<file path="src/rtl/alu8_pkg.sv">
package alu8_pkg;
  typedef enum logic [3:0] {
    OP_ADD = 4'd0, OP_ADC = 4'd1, OP_SUB = 4'd2, OP_SBC = 4'd3,
    OP_CMP = 4'd4, OP_AND = 4'd5, OP_OR  = 4'd6, OP_EOR = 4'd7,
    OP_DAA = 4'd8, OP_MUL = 4'd9, OP_DIV = 4'd10
  } op_e;

  typedef struct packed {
    logic v;
    logic h;
    logic n;
    logic z;
    logic c;
  } flags_t;
endpackage

</file>
<file path="src/rtl/alu8_simple.sv">
module alu8_simple
  import alu8_pkg::*;
#(
  parameter int W = 8
) (
  input  op_e          op_i,
  input  logic [W-1:0] a_i,
  input  logic [W-1:0] b_i,
  input  flags_t       flg_i,
  output logic [W-1:0] res_o,
  output flags_t       flg_o
);
  localparam int HB = W / 2;

  logic         cin;
  logic [W:0]   sum;
  logic [HB:0]  hsum;
  logic [W:0]   dif;
  logic         lo_fix, hi_fix;
  logic [W-1:0] adj;

  assign cin    = (op_i == OP_ADC || op_i == OP_SBC) ? flg_i.c : 1'b0;
  assign sum    = {1'b0, a_i} + {1'b0, b_i} + {{W{1'b0}}, cin};
  assign hsum   = {1'b0, a_i[HB-1:0]} + {1'b0, b_i[HB-1:0]} + {{HB{1'b0}}, cin};
  assign dif    = {1'b0, a_i} - {1'b0, b_i} - {{W{1'b0}}, cin};
  assign lo_fix = flg_i.h || (a_i[HB-1:0] > HB'(9));
  assign hi_fix = flg_i.c || (a_i > W'(8'h99));
  assign adj    = {(hi_fix ? HB'(6) : HB'(0)), (lo_fix ? HB'(6) : HB'(0))};

  always_comb begin
    res_o = a_i;
    flg_o = flg_i;
    unique case (op_i)
      OP_ADD, OP_ADC: begin
        res_o   = sum[W-1:0];
        flg_o.c = sum[W];
        flg_o.h = hsum[HB];
        flg_o.v = (a_i[W-1] == b_i[W-1]) && (sum[W-1] != a_i[W-1]);
      end
      OP_SUB, OP_SBC, OP_CMP: begin
        if (op_i != OP_CMP) res_o = dif[W-1:0];
        flg_o.c = dif[W];
        flg_o.v = (a_i[W-1] != b_i[W-1]) && (dif[W-1] != a_i[W-1]);
      end
      OP_AND: begin res_o = a_i & b_i; flg_o.v = 1'b0; end
      OP_OR:  begin res_o = a_i | b_i; flg_o.v = 1'b0; end
      OP_EOR: begin res_o = a_i ^ b_i; flg_o.v = 1'b0; end
      OP_DAA: begin
        res_o   = a_i + adj;
        flg_o.c = hi_fix;
      end
      default: ;
    endcase
    if (op_i inside {OP_ADD, OP_ADC, OP_SUB, OP_SBC, OP_CMP,
                     OP_AND, OP_OR, OP_EOR, OP_DAA}) begin
      flg_o.n = (op_i == OP_CMP) ? dif[W-1] : res_o[W-1];
      flg_o.z = (op_i == OP_CMP) ? (dif[W-1:0] == '0) : (res_o == '0);
    end
  end
endmodule

</file>
<file path="src/rtl/alu8_mul.sv">
module alu8_mul #(
  parameter int W = 8,
  parameter int R = 2
) (
  input  logic           clk_i,
  input  logic           rst_ni,
  input  logic           start_i,
  input  logic [W-1:0]   a_i,
  input  logic [W-1:0]   b_i,
  output logic           busy_o,
  output logic           fin_o,
  output logic [2*W-1:0] prod_o
);
  localparam int STEPS = W / R;
  localparam int CW    = (STEPS > 1) ? $clog2(STEPS) : 1;

  logic           busy_q;
  logic [CW-1:0]  cnt_q;
  logic [2*W-1:0] acc_q, mc_q, part;
  logic [W-1:0]   mp_q;

  assign part   = mc_q * {{(2*W-R){1'b0}}, mp_q[R-1:0]};
  assign prod_o = acc_q + part;
  assign fin_o  = busy_q && (cnt_q == CW'(STEPS - 1));
  assign busy_o = busy_q;

  always_ff @(posedge clk_i or negedge rst_ni) begin
    if (!rst_ni) begin
      busy_q <= 1'b0;
      cnt_q  <= '0;
      acc_q  <= '0;
      mc_q   <= '0;
      mp_q   <= '0;
    end else if (start_i) begin
      busy_q <= 1'b1;
      cnt_q  <= '0;
      acc_q  <= '0;
      mc_q   <= {{W{1'b0}}, a_i};
      mp_q   <= b_i;
    end else if (busy_q) begin
      acc_q <= prod_o;
      mc_q  <= mc_q << R;
      mp_q  <= mp_q >> R;
      cnt_q <= cnt_q + CW'(1);
      if (fin_o) busy_q <= 1'b0;
    end
  end

  p_mul_runs_on_r9: assert property (@(posedge clk_i) disable iff (!rst_ni)
    busy_q && !fin_o && !start_i |=> busy_q);
  p_mul_stops_r9: assert property (@(posedge clk_i) disable iff (!rst_ni)
    fin_o && !start_i |=> !busy_q);
endmodule

</file>
<file path="src/rtl/alu8_div.sv">
module alu8_div #(
  parameter int W = 8
) (
  input  logic         clk_i,
  input  logic         rst_ni,
  input  logic         start_i,
  input  logic [W-1:0] hi_i,
  input  logic [W-1:0] lo_i,
  input  logic [W-1:0] dvs_i,
  output logic         busy_o,
  output logic         fin_o,
  output logic [W-1:0] quo_o,
  output logic [W-1:0] rem_o
);
  localparam int CW = $clog2(W);

  logic         busy_q;
  logic [CW-1:0] cnt_q;
  logic [W-1:0] rem_q, quo_q, dvs_q;
  logic [W:0]   trial, diff;
  logic         ge;

  assign trial  = {rem_q, quo_q[W-1]};
  assign diff   = trial - {1'b0, dvs_q};
  assign ge     = trial >= {1'b0, dvs_q};
  assign rem_o  = ge ? diff[W-1:0] : trial[W-1:0];
  assign quo_o  = {quo_q[W-2:0], ge};
  assign fin_o  = busy_q && (cnt_q == CW'(W - 1));
  assign busy_o = busy_q;

  always_ff @(posedge clk_i or negedge rst_ni) begin
    if (!rst_ni) begin
      busy_q <= 1'b0;
      cnt_q  <= '0;
      rem_q  <= '0;
      quo_q  <= '0;
      dvs_q  <= '0;
    end else if (start_i) begin
      busy_q <= 1'b1;
      cnt_q  <= '0;
      rem_q  <= hi_i;
      quo_q  <= lo_i;
      dvs_q  <= dvs_i;
    end else if (busy_q) begin
      rem_q <= rem_o;
      quo_q <= quo_o;
      cnt_q <= cnt_q + CW'(1);
      if (fin_o) busy_q <= 1'b0;
    end
  end

  // holds only because the top never starts a divide with hi_i >= dvs_i
  p_rem_below_dvs_r10: assert property (@(posedge clk_i) disable iff (!rst_ni)
    busy_q |-> rem_q < dvs_q);
endmodule

</file>
<file path="src/rtl/alu8_cc.sv">
module alu8_cc
  import alu8_pkg::*;
#(
  parameter int W      = 8,
  parameter int MUL_R  = 2
) (
  input  logic         clk_i,
  input  logic         rst_ni,
  input  logic         start_i,
  input  logic [3:0]   op_i,
  input  logic [W-1:0] a_i,
  input  logic [W-1:0] m_i,
  input  logic [W-1:0] x_i,
  input  logic [W-1:0] h_i,
  output logic [W-1:0] res_o,
  output logic [W-1:0] aux_o,
  output logic [4:0]   flags_o,
  output logic         busy_o,
  output logic         done_o
);
  op_e            op;
  flags_t         flg_q, lu_flg;
  logic [W-1:0]   lu_res, res_q, aux_q, quo, rem;
  logic [2*W-1:0] prod;
  logic           start_ok, div_err, mul_go, div_go, simple_go, done_q;
  logic           mul_busy, mul_fin, div_busy, div_fin;

  assign op        = op_e'(op_i);
  assign busy_o    = mul_busy | div_busy;
  assign start_ok  = start_i & ~busy_o;
  assign div_err   = (x_i == '0) || (h_i >= x_i);
  assign mul_go    = start_ok && (op == OP_MUL);
  assign div_go    = start_ok && (op == OP_DIV) && !div_err;
  assign simple_go = start_ok && !mul_go && !div_go;

  alu8_simple #(.W(W)) u_simple (
    .op_i(op), .a_i(a_i), .b_i(m_i), .flg_i(flg_q),
    .res_o(lu_res), .flg_o(lu_flg)
  );

  alu8_mul #(.W(W), .R(MUL_R)) u_mul (
    .clk_i(clk_i), .rst_ni(rst_ni), .start_i(mul_go),
    .a_i(a_i), .b_i(x_i),
    .busy_o(mul_busy), .fin_o(mul_fin), .prod_o(prod)
  );

  alu8_div #(.W(W)) u_div (
    .clk_i(clk_i), .rst_ni(rst_ni), .start_i(div_go),
    .hi_i(h_i), .lo_i(a_i), .dvs_i(x_i),
    .busy_o(div_busy), .fin_o(div_fin), .quo_o(quo), .rem_o(rem)
  );

  always_ff @(posedge clk_i or negedge rst_ni) begin
    if (!rst_ni) begin
      res_q  <= '0;
      aux_q  <= '0;
      flg_q  <= '0;
      done_q <= 1'b0;
    end else begin
      done_q <= 1'b0;
      if (simple_go) begin
        done_q <= 1'b1;
        if (op == OP_DIV) begin
          res_q   <= a_i;
          aux_q   <= h_i;
          flg_q.c <= 1'b1;
        end else if (op == OP_MUL) begin
          res_q <= res_q;
        end else begin
          res_q <= lu_res;
          flg_q <= lu_flg;
        end
      end else if (mul_fin) begin
        done_q  <= 1'b1;
        res_q   <= prod[W-1:0];
        aux_q   <= prod[2*W-1:W];
        flg_q.h <= 1'b0;
        flg_q.c <= 1'b0;
      end else if (div_fin) begin
        done_q  <= 1'b1;
        res_q   <= quo;
        aux_q   <= rem;
        flg_q.c <= 1'b0;
        flg_q.z <= (quo == '0);
      end
    end
  end

  assign res_o   = res_q;
  assign aux_o   = aux_q;
  assign flags_o = flg_q;
  assign done_o  = done_q;

  p_simple_done_r8: assert property (@(posedge clk_i) disable iff (!rst_ni)
    simple_go |=> done_o);
  p_busy_hold_r12: assert property (@(posedge clk_i) disable iff (!rst_ni)
    busy_o && !mul_fin && !div_fin |=> !done_o && $stable(flags_o) && $stable(res_o));
  p_mul_clears_hc_r9: assert property (@(posedge clk_i) disable iff (!rst_ni)
    mul_fin |=> !flags_o[3] && !flags_o[0]);
  p_div_err_keep_r11: assert property (@(posedge clk_i) disable iff (!rst_ni)
    start_ok && (op == OP_DIV) && div_err |=>
      flags_o[0] && res_o == $past(a_i) && aux_o == $past(h_i));
  p_one_unit_r12: assert property (@(posedge clk_i) disable iff (!rst_ni)
    $onehot0({mul_busy, div_busy}));
endmodule

</file>
<file path="config.mk">
export PLATFORM = sky130hd
export DESIGN_NAME = alu8_cc
export DESIGN_NICKNAME = d
export VERILOG_FILES = /design/src/rtl/alu8_pkg.sv /design/src/rtl/alu8_simple.sv /design/src/rtl/alu8_mul.sv /design/src/rtl/alu8_div.sv /design/src/rtl/alu8_cc.sv
export SDC_FILE = /design/constraint.sdc
export NUM_CORES = 1
export LEC_CHECK = 0
export BUFFER_PORTS_ARGS = -buffer_cell sky130_fd_sc_hd__buf_4
export CAP_MARGIN = 20
export CORE_MARGIN = 3
export CORE_UTILIZATION = 45
export CTS_CLUSTER_SIZE = 8
export DETAILED_ROUTE_END_ITERATION = 10
export PLACE_DENSITY = 0.66
export REMOVE_ABC_BUFFERS = 1
export SYNTH_ARGS = -nofsm -noshare
export SYNTH_HDL_FRONTEND = slang
export SYNTH_HIERARCHICAL = 1
export SYNTH_SLANG_ARGS = --single-unit
</file>
<file path="constraint.sdc">
create_clock -name clk_i -period 3.2 [get_ports clk_i]
set_input_delay 0.32 -clock clk_i [delete_from_list [all_inputs] [get_ports clk_i]]
set_output_delay 0.32 -clock clk_i [all_outputs]
set_load 0.02 [all_outputs]
</file>
* Yosys cells after proc, flatten, opt, wreduce, memory -nomap -nowiden
Index checks and enable logic that the tools add are counted.
** Storage, ports and cells
- Logic and storage cells :: 158
- Register bits :: 93
- Input port bits :: 39
** Operators by class
- Add/sub/neg operators :: 11
- Equality and inequality tests :: 25
- Mux-type cells :: 53
- Multipliers :: 1
- Reduce and logical (&&, ||, !) cells :: 38
- Bitwise logic cells :: 8
- Order comparisons :: 4
** Operators with widths (count)
- 8-bit 2-to-1 mux :: 17
- 16-bit 2-to-1 mux :: 4
- 8-bit case mux with 6 select lines :: 1
- 8-bit logical NOT :: 4
- 1-bit 2-to-1 mux :: 18
- 16-bit adder :: 1
- 4-bit by 3-bit equality test with 1-bit output (second input constant) :: 4
- 16-bit by 2-bit multiplier with 16-bit output :: 1
- 3-bit 2-to-1 mux :: 5
- 4-bit equality test (second input constant) :: 3
- 4-bit AND reduction :: 3
- 2-bit 2-to-1 mux :: 5
- 8-bit by 8-bit adder with 9-bit output :: 1
- 9-bit by 1-bit adder with 9-bit output :: 1
- 9-bit by 8-bit >= comparator with 1-bit output :: 1
- 1-bit logical AND :: 9
- 9-bit nonzero test :: 1
- 8-bit by 8-bit subtractor with 9-bit output :: 1
- 9-bit by 1-bit subtractor with 9-bit output :: 1
- 8-bit adder :: 1
- 8-bit bitwise AND :: 1
- 4-bit by 2-bit equality test with 1-bit output (second input constant) :: 2
- 8-bit >= comparator :: 1
- 8-bit greater-than comparator (second input constant) :: 1
- 33 further kinds :: 53

* Longest topological paths before layout
- Depth in word-level cells :: 12
- Mapped depth :: 17

* By module
The synthesis kept the hierarchy.
** Modules (own cells, without submodules)
- alu8_mul :: area an instance 3039.2 um^2, cells an instance 335, times used 1
- alu8_simple :: area an instance 2062.0 um^2, cells an instance 274, times used 1
- alu8_div :: area an instance 1746.7 um^2, cells an instance 186, times used 1
- alu8_cc :: area an instance 1605.3 um^2, cells an instance 180, times used 1

* Least setup slack after synthesis
No wires, ideal clock.
- Path type :: reg2reg
- From :: register u_mul.mp_q[0]
- To :: register aux_q[5] (netlist: aux_o[5])
- Arrival :: 3.375 ns
- Slack :: -0.260 ns
- Required time :: 3.114 ns
- Cell stages (with the launch flop) :: 15
- Library setup time :: 0.086 ns
- Path through :: dfrtp_1 -> clkbuf_1 -> clkbuf_1 -> nand2_1 -> fa_1 -> inv_1 -> fa_1 -> a21o_1 -> a221oi_2 -> o21ba_2 -> a21oi_1 -> xor2_1 -> inv_1 -> a221o_1 -> a32oi_1
** Between the ends
- Word-level cells in the longest chain between the ends :: 4
** Ends and longest elaborated chain
- from (decl) :: line alu8_mul.sv:20 : logic [W-1:0] mp_q;
- from (signal assigned) :: line alu8_mul.sv:39 : mp_q <= b_i;
- from (signal assigned) :: line alu8_mul.sv:43 : mp_q <= mp_q >> R;
- 16-bit by 2-bit multiplier with 16-bit output :: line alu8_mul.sv:22 : assign part = mc_q * {{(2*W-R){1'b0}}, mp_q[R-1:0]};
- 16-bit adder :: line alu8_mul.sv:23 : assign prod_o = acc_q + part;
- named net prod[13] :: line alu8_cc.sv:24 : logic [2*W-1:0] prod;
- 8-bit 2-to-1 mux :: line alu8_cc.sv:73 : end else if (mul_fin) begin
- 8-bit 2-to-1 mux :: line alu8_cc.sv:61 : if (simple_go) begin
- to (signal assigned) :: line alu8_cc.sv:65 : aux_q <= h_i;
- to (signal assigned) :: line alu8_cc.sv:76 : aux_q <= prod[2*W-1:W];
- to (signal assigned) :: line alu8_cc.sv:82 : aux_q <= rem;
- to (decl) :: line alu8_cc.sv:23 : logic [W-1:0] lu_res, res_q, aux_q, quo, rem;
The timed path passes the listed nets, and every way through them passes these cells.
A chain may end at the register's enable or synchronous reset.

* Final worst setup path
- From :: register u_mul.mp_q[0]
- To :: register aux_q[7] (netlist: aux_o[7])
Same word-level chain as after synthesis.

==> reports/qor.yml <==
vias: 7579
cts.clk_slew.worst_paths_ns: 0.07
antenna_found_initial: 1
htree_levels: 3
clock_path_buffers: 2
syn2layout_area_growth_pct: 22.5
fmax_mhz: 301
ys_top_cells_by_count: "inv_1 (110), nand2_1 (101), dfrtp_1 (93)"
crit_type: "flip-flop to flip-flop"
core_area_um2: 18200
drc: 0
clk_latency_ns: 0.35
finalHoldViolations: 0
grt_start_max_net_pins: 56
firstDrtPassIters: 5
setup_viol: 7
wl_per_cell_um: 17.8
via_per_inst: 5.69
finalSetupTns_ns: -0.386
violations: "setup timing"
startpoint_type: "flip-flop"
overflow: 0
critical_path.cell_chain: "buf_6 -> buf_4 -> nand2_1 -> fa_1 -> inv_1 -> ha_4 -> a21oi_1 -> o21ai_0 -> o21ba_4 -> a211oi_4 -> nor2_1 -> xor2_1 -> buf_4 -> inv_2 -> a21oi_2 -> nor2_1 -> a221oi_2"
yosysMostFrequentCell: "inv_1"
fin_crit_sh_pct: 104
p_sw_share_pct: 43.7
synth_edf_count: 0
placement.cell_area_um2: 9540
synth_flop_cell: "dfrtp_1"
place_congestion: 0.903
grt_pass1_vias: 7247
slew_violations: 0
grt_pass1_wl_um: 37800
worst_pin_slew_ns: 0.868
dp_hpwl_um: 17400
clock_skew_ns: 0.00958
antennaDiodeCount: 0
outcome: "finished with violations"
cts_root_buf: "clkbuf_16"
worst_slack_ns: -0.122
drive_above_1_share_pct: 25.9
syn_area_um2: 8450
async_reset_ff_share_pct: 100
fin_area_um2: 10400
multiInputGateArea_um2: 5750
powerDensity_nw_per_um2: 835
initial_core_util_pct: 46.4
drtIter0Drc: 496
netlist_instances: 975
p_seq_share_pct: 25.0
vdd_drop_max_uv: 377
p_int_mw: 4.87
cp_slowest_cell: "fa_1"
worstPathArrival_ns: 3.58
yosysUniqueCellTypes: 92
ys_seq_area_share_pct: 27.5
p_leak_nw: 4.82
worstPathMaxFanout: 6
max_stage_delay_ns: 0.49
finalNonFillerCells: 1331
post-route-min-period_ns: 3.32
p_comb_share_pct: 62.2
rsz0062_at_grt: "yes"
synth_top_area_cell: "dfrtp_1"
n_fill_cell: 1615
die_h_um: 143
dieArea_um2: 20500
grt_usage_pct: 23.1
required_ns: 3.46
power_mw: 8.65
ys.warnings.count: 6
fin_nets: 1225
port_buffers: 61
die_x_um: 143
worstHoldPathType: "input port to async pin"
cts_tree: "done"
synth-seq-cells: 93
p_clk_share_pct: 12.7
antenna_left: 0
pre_cts_slack_ns: -0.433
syn_avg_cell_area_um2: 8.67
end_kind: "flip-flop"
slew_headroom_pct: 42.0
placementRows: 49
clock_sinks: 93
cap_violations: 0
p_sw_mw: 3.78
cts_buffers: 9
cts-hold-fix-buffers: 0
ios: 62
seq_area_um2: 2330
synth_top_area_share_pct: 27.5
dp_cells: 1298
routed_wl_um: 23700
synth_area_leaders: "dfrtp_1 (28%), ha_1 (10%), mux2i_1 (7.6%), fa_1 (5.0%), inv_1 (4.9%)"
cells by family after synthesis:
group | Yosys count | synth area share (%)
buffers and inverters | 165 | 8.97
and+or+nand+nor | 298 | 17.2
DFF | 93 | 27.5
AOI/OAI and AO/OA | 223 | 18.4
muxes | 77 | 9.71
xor gates and xnor gates | 30 | 3.11
adders and majority gates | 89 | 15.0
layer usage:
layer / vias to the layer above / wire [um] / part of all wire (%) / track usage (%)
met5: - / 0 / 0 / 0
met4: 0 / 524 / 2.2 / 5.80
met3: 44 / 1110 / 4.7 / 3.35
met2: 241 / 11100 / 47 / 37.3
met1: 3669 / 11000 / 46 / 32.8
li1: 3625 / - / - / -
registers in the layout, summed over array words and instances, names as in the netlist:
name	count
aux_o	8
done_o	1
flags_o	5
res_o	8
u_div/busy_o	1
u_div/cnt_q	3
u_div/dvs_q	8
u_div/quo_q	8
u_div/rem_q	8
u_mul/acc_q	16
u_mul/busy_o	1
u_mul/cnt_q	2
u_mul/mc_q	16
u_mul/mp_q	8
metrics by stage:
step / hold slack [ns] / util [%]
after CTS: 0.0523 / 55.2
after global placement: 0.425 / 52.4
after detailed placement: 0.428 / 52.4
after global routing: 0.0896 / 56.9
final: 0.0206 / 56.9
after floorplan: 0.0244 / -
placed cells by master, fill, tap and decap left out, drive strengths merged, types with 9 or more instances in the layout:
cell type / instances
or2: 9
nor3b: 9
nand2: 101
mux2: 11
nor3: 17
a221o: 14
o21ai: 65
fa: 21
nand3: 17
buf: 165
ha: 68
xnor2: 19
dfrtp: 93
a211oi: 13
xor2: 11
clkbuf: 13
mux2i: 64
nor2b: 11
o21a: 9
nor2: 80
a21oi: 50
nand2b: 10
inv: 111
a21o: 12
path summary, 6_finish.rpt:
| check | start | endpoint | cells after the start | slack (ns) |
|---|---|---|---|---|
| setup / recovery | u_mul/mp_q[0] | aux_o[7] | 17 | -0.12 |
| hold / removal | rst_ni | u_mul/mc_q[14] | 1 | 0.02 |
| setup reg to reg | u_mul/mp_q[0] | aux_o[7] | 17 | -0.12 |
| hold reg to reg | u_div/dvs_q[0] | u_div/dvs_q[0] | 1 | 0.53 |
| max in group asynchronous | rst_ni | u_mul/busy_o | 2 | 2.49 |
| min in group clk_i | x_i[2] | u_mul/mp_q[2] | 3 | 0.22 |
final cells by class:
cell class / instances / share of cell area, %
sequential: 93 / 22.5
timing repair buffer: 165 / 12.3
inverter: 111 / 4.05
multi-input combinational: 717 / 55.5
clock inverter: 3 / 0.423
clock buffer: 13 / 2.51
tap: 229 / 2.77
power by group through the flow:
stage          logic [mW]  clock network (mW)  registers, mW
2_1_floorplan        2.91                   0           2.32
3_3_place_gp         4.71                   0           2.16
3_5_place_dp         4.79                   0           2.17
4_1_cts              5.04                1.13           2.15
5_1_grt              5.95                1.17           2.23
6_report             5.38                1.10           2.16
repair_timing:
action                                  in CTS  in global routing
pin swaps                                    9                 33
hold endpoints to repair                     0                  0
resized for setup                           26                 52
endpoints found under the setup margin      10                 13
setup buffers                               12                  5
critical path: cells and delay by family, from the launching register on:
kind	cells	cell delay (ns)
AO/OA/AOI/OAI	6	1.12
XOR/XNOR	1	0.19
AND/OR/NAND/NOR	3	0.22
flip-flops	1	0.42
adder cells (fa/ha/maj)	2	0.75
buffers and inverters	5	0.53
Power figures use the tool's default switching activity.
